--- src/rtl/lrs_arb_pkg.sv ---
package lrs_arb_pkg;
  typedef struct packed {
    logic commit;
    logic idle;
  } arbStb_t;
endpackage

--- src/rtl/lrs_arb_ctrl.sv ---
module lrs_arb_ctrl
  import lrs_arb_pkg::*;
(
  input  logic    acceptStb,
  input  logic    anyGrant,
  output arbStb_t stb
);
  always_comb begin
    stb.commit = acceptStb & anyGrant;
    stb.idle   = ~(acceptStb & anyGrant);
  end
endmodule

--- src/rtl/lrs_arb_matrix.sv ---
module lrs_arb_matrix
  import lrs_arb_pkg::*;
#(
  parameter int NUM_REQ = 4
) (
  input  logic               clk,
  input  logic               rst_n,
  input  logic [NUM_REQ-1:0] reqVec,
  input  arbStb_t            stb,
  output logic [NUM_REQ-1:0] grantVec,
  output logic               anyGrant
);
  localparam int PAIRS = NUM_REQ * (NUM_REQ - 1) / 2;

  function automatic int pairIdx(input int hi, input int lo);
    return hi * NUM_REQ - (hi * (hi + 1)) / 2 + (lo - hi - 1);
  endfunction

  logic [PAIRS-1:0]   pairBits;
  logic [PAIRS-1:0]   pairNext;
  logic [NUM_REQ-1:0] overMe [NUM_REQ];

  always_comb begin
    for (int i = 0; i < NUM_REQ; i++) begin
      for (int j = 0; j < NUM_REQ; j++) begin
        if (j < i)      overMe[i][j] = pairBits[pairIdx(j, i)];
        else if (j > i) overMe[i][j] = ~pairBits[pairIdx(i, j)];
        else            overMe[i][j] = 1'b0;
      end
    end
    for (int i = 0; i < NUM_REQ; i++)
      grantVec[i] = reqVec[i] & ~|(reqVec & overMe[i]);
    anyGrant = |grantVec;
  end

  always_comb begin
    pairNext = pairBits;
    for (int i = 0; i < NUM_REQ; i++) begin
      for (int j = i + 1; j < NUM_REQ; j++) begin
        if (grantVec[i])      pairNext[pairIdx(i, j)] = 1'b0;
        else if (grantVec[j]) pairNext[pairIdx(i, j)] = 1'b1;
      end
    end
  end

  always_ff @(posedge clk) begin
    if (!rst_n)           pairBits <= '1;
    else if (stb.commit)  pairBits <= pairNext;
  end

  a_r2_onehot_grant: assert property (@(posedge clk) disable iff (!rst_n)
    $onehot0(grantVec));

  a_r6_order_held: assert property (@(posedge clk) disable iff (!rst_n)
    stb.idle |=> $stable(pairBits));

  for (genvar gi = 0; gi < NUM_REQ; gi++) begin : g_row
    for (genvar gj = gi + 1; gj < NUM_REQ; gj++) begin : g_col
      a_r5_row_winner_drops: assert property (@(posedge clk) disable iff (!rst_n)
        stb.commit && grantVec[gi] |=> !pairBits[pairIdx(gi, gj)]);
      a_r5_col_winner_drops: assert property (@(posedge clk) disable iff (!rst_n)
        stb.commit && grantVec[gj] |=> pairBits[pairIdx(gi, gj)]);
    end
  end
endmodule

--- src/rtl/lrs_matrix_arbiter.sv ---
module lrs_matrix_arbiter
  import lrs_arb_pkg::*;
#(
  parameter int NUM_REQ = 4
) (
  input  logic               clk,
  input  logic               rst_n,
  input  logic [NUM_REQ-1:0] reqVec,
  input  logic               acceptStb,
  output logic [NUM_REQ-1:0] grantVec,
  output logic               grantValid
);
  arbStb_t stb;
  logic    anyGrant;

  lrs_arb_ctrl ctrl_i (
    .acceptStb (acceptStb),
    .anyGrant  (anyGrant),
    .stb       (stb)
  );

  lrs_arb_matrix #(.NUM_REQ(NUM_REQ)) matrix_i (
    .clk      (clk),
    .rst_n    (rst_n),
    .reqVec   (reqVec),
    .stb      (stb),
    .grantVec (grantVec),
    .anyGrant (anyGrant)
  );

  assign grantValid = anyGrant;

  a_r3_valid_tracks_req: assert property (@(posedge clk) disable iff (!rst_n)
    grantValid == (|reqVec));

  a_r2_grant_in_req: assert property (@(posedge clk) disable iff (!rst_n)
    (grantVec & ~reqVec) == '0);
endmodule

--- config.mk ---
export PLATFORM = sky130hd
export DESIGN_NAME = lrs_matrix_arbiter
export DESIGN_NICKNAME = d
export VERILOG_FILES = /design/src/rtl/lrs_arb_pkg.sv /design/src/rtl/lrs_arb_ctrl.sv /design/src/rtl/lrs_arb_matrix.sv /design/src/rtl/lrs_matrix_arbiter.sv
export SDC_FILE = /design/constraint.sdc
export NUM_CORES = 1
export LEC_CHECK = 0
export BUFFER_PORTS_ARGS = -buffer_cell sky130_fd_sc_hd__buf_4
export CAP_MARGIN = 20
export CORE_AREA = 2 2 39 41
export CTS_CLUSTER_SIZE = 12
export DETAILED_ROUTE_END_ITERATION = 7
export DIE_AREA = 0 0 41 43
export GPL_ROUTABILITY_DRIVEN = 0
export GPL_TIMING_DRIVEN = 0
export SLEW_MARGIN = 10
export SYNTH_ARGS = -nofsm -noshare
export SYNTH_HDL_FRONTEND = slang
export SYNTH_SLANG_ARGS = --single-unit
export TNS_END_PERCENT = 10
--- constraint.sdc ---
create_clock -name clk -period 4.3 [get_ports clk]
set_clock_uncertainty 0.2 [all_clocks]
set_input_delay 0.86 -clock clk [delete_from_list [all_inputs] [get_ports clk]]
set_output_delay 0.86 -clock clk [all_outputs]
set_load 0.005 [all_outputs]
# After elaboration in Yosys (flattened, before gate mapping)
# Index checks and enable logic that the tools add are counted.
# word_totals
out_inout_bits,5
ff_bits,6
in_bits,7
# classes
reduce_logical,21
muxes,9
n_bitwise,15
# ops
op,n
$reduce_or A4 Y1,5
$and A4 B4 Y4,3
$reduce_and A2 Y1,6
$reduce_bool A2 Y1,6
$mux W1,9
$not A1 Y1,6
$and A1 B1 Y1,5
$and A4 B3 Y4,1
$logic_not A1 Y1,4

# Longest topological paths before layout
# logic_depth
ltp_word,8
ltp_mapped,4

# Hierarchy
# From an unflattened synthesis, not the netlist that was laid out.
# unflattened
cells_unflattened,43
hier_area_um2,372.9
# modules_own_cells
mod,area_each_um2,instances,cells_each,seq_area_each_um2
lrs_arb_matrix,362.8,1,41,120.1
lrs_arb_ctrl,10.0,1,2,0.0

# Worst setup path after synthesis
# No wires, ideal clock.
# synth_path
path_type,in2out
from,input port reqVec[2]
to,output port grantValid
setup_slack_ns,1.528
t_arrival_ns,1.712
cell_stages,3
cell_sequence,a21boi_2 and3_4 or4_4
# synth_between
elab_chain_cells,5
word_cells_on_any_way,17
cone_classes,8 x bitwise; 9 x reduce/logical
# synth_rtl
item,line_no,text
from (decl),lrs_matrix_arbiter.sv:8,"input logic [NUM_REQ-1:0] reqVec,"
$and A4 B4 Y4,lrs_arb_matrix.sv:32,grantVec[i] = reqVec[i] & ~|(reqVec & overMe[i]);
$reduce_or A4 Y1,lrs_arb_matrix.sv:32,
$logic_not A1 Y1,lrs_arb_matrix.sv:32,
$and A1 B1 Y1 (*),lrs_arb_matrix.sv:32,
net grantVec[2],lrs_matrix_arbiter.sv:10,"output logic [NUM_REQ-1:0] grantVec,"
$reduce_or A4 Y1 (*),lrs_arb_matrix.sv:33,anyGrant = |grantVec;
to (decl),lrs_matrix_arbiter.sv:11,output logic grantValid
# The timed path passes the listed nets; every way through them passes the cells marked *.

# Worst setup path after layout
# layout_path
from,input port reqVec[2]
to,output port grantValid
# layout_between
elab_chain_cells,5
word_cells_on_any_way,17
cone_classes,8 x bitwise; 9 x reduce/logical
# layout_rtl
item,line_no
$and A4 B4 Y4 / $and A4 B3 Y4 (equally long branches),lrs_arb_matrix.sv:32
$reduce_or A4 Y1,lrs_arb_matrix.sv:32
$logic_not A1 Y1,lrs_arb_matrix.sv:32
$and A1 B1 Y1,lrs_arb_matrix.sv:32
$reduce_or A4 Y1 (*),lrs_arb_matrix.sv:33
# Mark *: on every way between the ends. The rest lies on a longest branch, timed or not.

==> summary.md <==
| Metric | Value |
|---|---|
| WL final | `863 um` |
| Max Cap Violations | `0` |
| IO buf count | `10` |
| Outcome | `finished, final reports clean` |
| Worst Reg-to-Reg Cells | `3` |
| CP startpoint kind | `input pin` |
| Top post-synthesis cells by area | `dfxtp_1 34%, nand2b_1 11%, and4b_1 5.7%` |
| Antenna cells | `0` |
| Boundary Pins | `12` |
| Residual DRC count | `0` |
| CTS clk-pin slew, worst paths | `40 ps` |
| Critical Path Start | `reqVec[2]` |
| Period utilisation layout | `71.19%` |
| Slew margin rel. | `77.91%` |
| Synth Net Count | `47` |
| Sink Count | `6` |
| Drt via density | `5.348` |
| Clock root cell | `clkbuf_4` |
| Worst path required time | `3240 ps` |
| H-tree levels | `1` |
| DP Wirelength | `698.8 um` |
| CTS buffer count | `3` |
| Synthesis warning total | `0` |
| Final #Nets | `62` |
| Max FO, Critical Path | `4` |
| Syn Inst Count | `40` |
| Die Y | `43 um` |
| Post-CTS resize count | `0` |
| Commonest non-fill, non-tap cell in the layout | `buf_4` |
| Initial core utilization | `25.59%` |
| Synth cell types | `19` |
| Number of setup buffers added after CTS | `0` |
| Slew Viols, Final | `0` |
| HP Start | `matrix_i.pairBits[3]` |
| Final setup violation count | `0` |
| Power per Cell Area | `311.2 mW/mm2` |
| Max reg flops | `6` |
| CORE AREA | `0.001384 mm2` |
| Leakage | `0.1947 nW` |
| Critical path capture point type | `primary output` |
| RSZ-0062 raised after global routing | `no` |
| Vias | `369` |
| First-pass DRT Iterations | `2` |
| TritonCTS clock tree | `done` |
| Largest net degree at the start of global routing | `9` |
| Die X | `41 um` |
| Hold Fails Final Rpt | `0` |
| Largest Register | `matrix_i.pairBits` |
| Regs by FF count | `matrix_i.pairBits x6` |
| Initial antenna violation count | `0` |
| Share of cells above drive strength 1 | `32.08%` |
| Synth area leader | `dfxtp_1` |
| Critical path class | `in2out` |
| Synth-to-layout area growth | `33.22%` |
| Cell Area, Synth | `354.1 um2` |
| Setup TNS | `0 ps` |
| CP Data Arrival Time | `2000 ps` |
| First-pass GRT wire length | `1338 um` |
| Congestion Overflow GR | `0` |
| Sequential fraction of the synthesis area | `33.92%` |
| ANT nets after route | `0` |
| Most frequent cells in the layout | `10 x buf_4, 6 x nand2b_1, 6 x dfxtp_1` |
| Max Root-Sink Buffers | `2` |
| Number of global-route vias before repair | `342` |
| R2R setup slack | `3100 ps` |
| Flops & latches, synth | `6` |
| Worst Hold Depth | `2` |
| Routed length per instance | `12.51 um` |
| Iteration-0 DRC count of the detailed router | `4` |
| Fmax | `326.7 MHz` |
| Peak supply drop | `0.0001030 V` |
| Row Count | `14` |
| Crit path capture | `grantValid` |
| Period minus WS final | `3061 ps` |
| Power, Total | `146.8 uW` |
| Worst r2r src | `matrix_i.pairBits[5]` |
| Die Area | `0.001763 mm2` |
| Hold_buf cts | `0` |
| Worst slew pin tran | `331.4 ps` |
| Capture point of the worst reg-to-reg path | `matrix_i.pairBits[4]` |
| Yosys top cell area share | `33.92%` |
| Worst-skew pair later-pin latency | `240 ps` |
| Min-delay worst type | `reg2reg` |
| Syn avg cell area | `8.852 um2` |
| Total track usage | `11.87%` |
## metal layers
layer	GRT usage, %	wire length (um)	up-vias
li1	-	-	183
met1	11.00	346	172
met2	18.75	431	12
met3	1.571	65	2
met4	14.00	19	0
met5	0	0	-
## power by group
part	internal [mW]	switching, mW	leakage, nW	total [mW]
logic	0.0192	0.0154	0.131	0.0346
registers	0.0601	0.00293	0.0495	0.0630
clock network	0.0314	0.0178	0.0138	0.0492
## critical path: stages
cell      delay [ps]
buf_4            130
a21boi_2         160
and3_4           190
or4_4            510
buf_4            150
## metrics by stage
step / instances / setup slack, ps / cell area, um2 / hold WS (ps) / utilization (%)
3_3_place_gp: 66 / 1240 / 449.2 / 302.2 / 32.46
2_1_floorplan: 40 / 1528 / 354.1 / 278.8 / -
6_report: 69 / 1239 / 471.7 / 308.5 / 34.09
3_5_place_dp: 66 / 1237 / 449.2 / 300.7 / 32.46
5_1_grt: 69 / 1207 / 471.7 / 351.8 / 34.09
4_1_cts: 69 / 1237 / 471.7 / 314.6 / 34.09
## Yosys cell counts, drive strengths merged
cell type and count:
a21boi 1, a22oi 1, a2bb2oi 1, a31oi 2
a32oi 1, a41oi 2, and3 2, and4 2
and4b 2, clkbuf 1, dfxtp 6, nand2 5
nand2b 7, nand4 1, nor2b 1, o21ai 4
or4 1
## layout make-up
| type | instances | area (um2) |
|---|---|---|
| tap | 16 | 20.02 |
| sequential | 6 | 120.1 |
| clock buffer | 3 | 22.52 |
| buffer | 1 | 3.754 |
| timing repair buffer | 10 | 75.07 |
| multi-input combinational | 33 | 230.2 |
| fill | 150 | 912.1 |
## how the worst min path moves through the flow
stage	to	slack (ps)
detailed placement	matrix_i.pairBits[3]	300
global placement	matrix_i.pairBits[3]	300
CTS	matrix_i.pairBits[3]	310
finish	matrix_i.pairBits[3]	310
floorplan	matrix_i.pairBits[2]	280
global route	matrix_i.pairBits[3]	350
## cells by family (layout without fill, tap and decap cells)
kind of cell | Yosys count | count (layout) | share of synthesized area (%)
compound gates | 12 | 12 | 24.38
flops | 6 | 6 | 33.92
simple gates | 21 | 21 | 40.64
buf+inv | 1 | 14 | 1.059
Power figures use the tool's default switching activity.
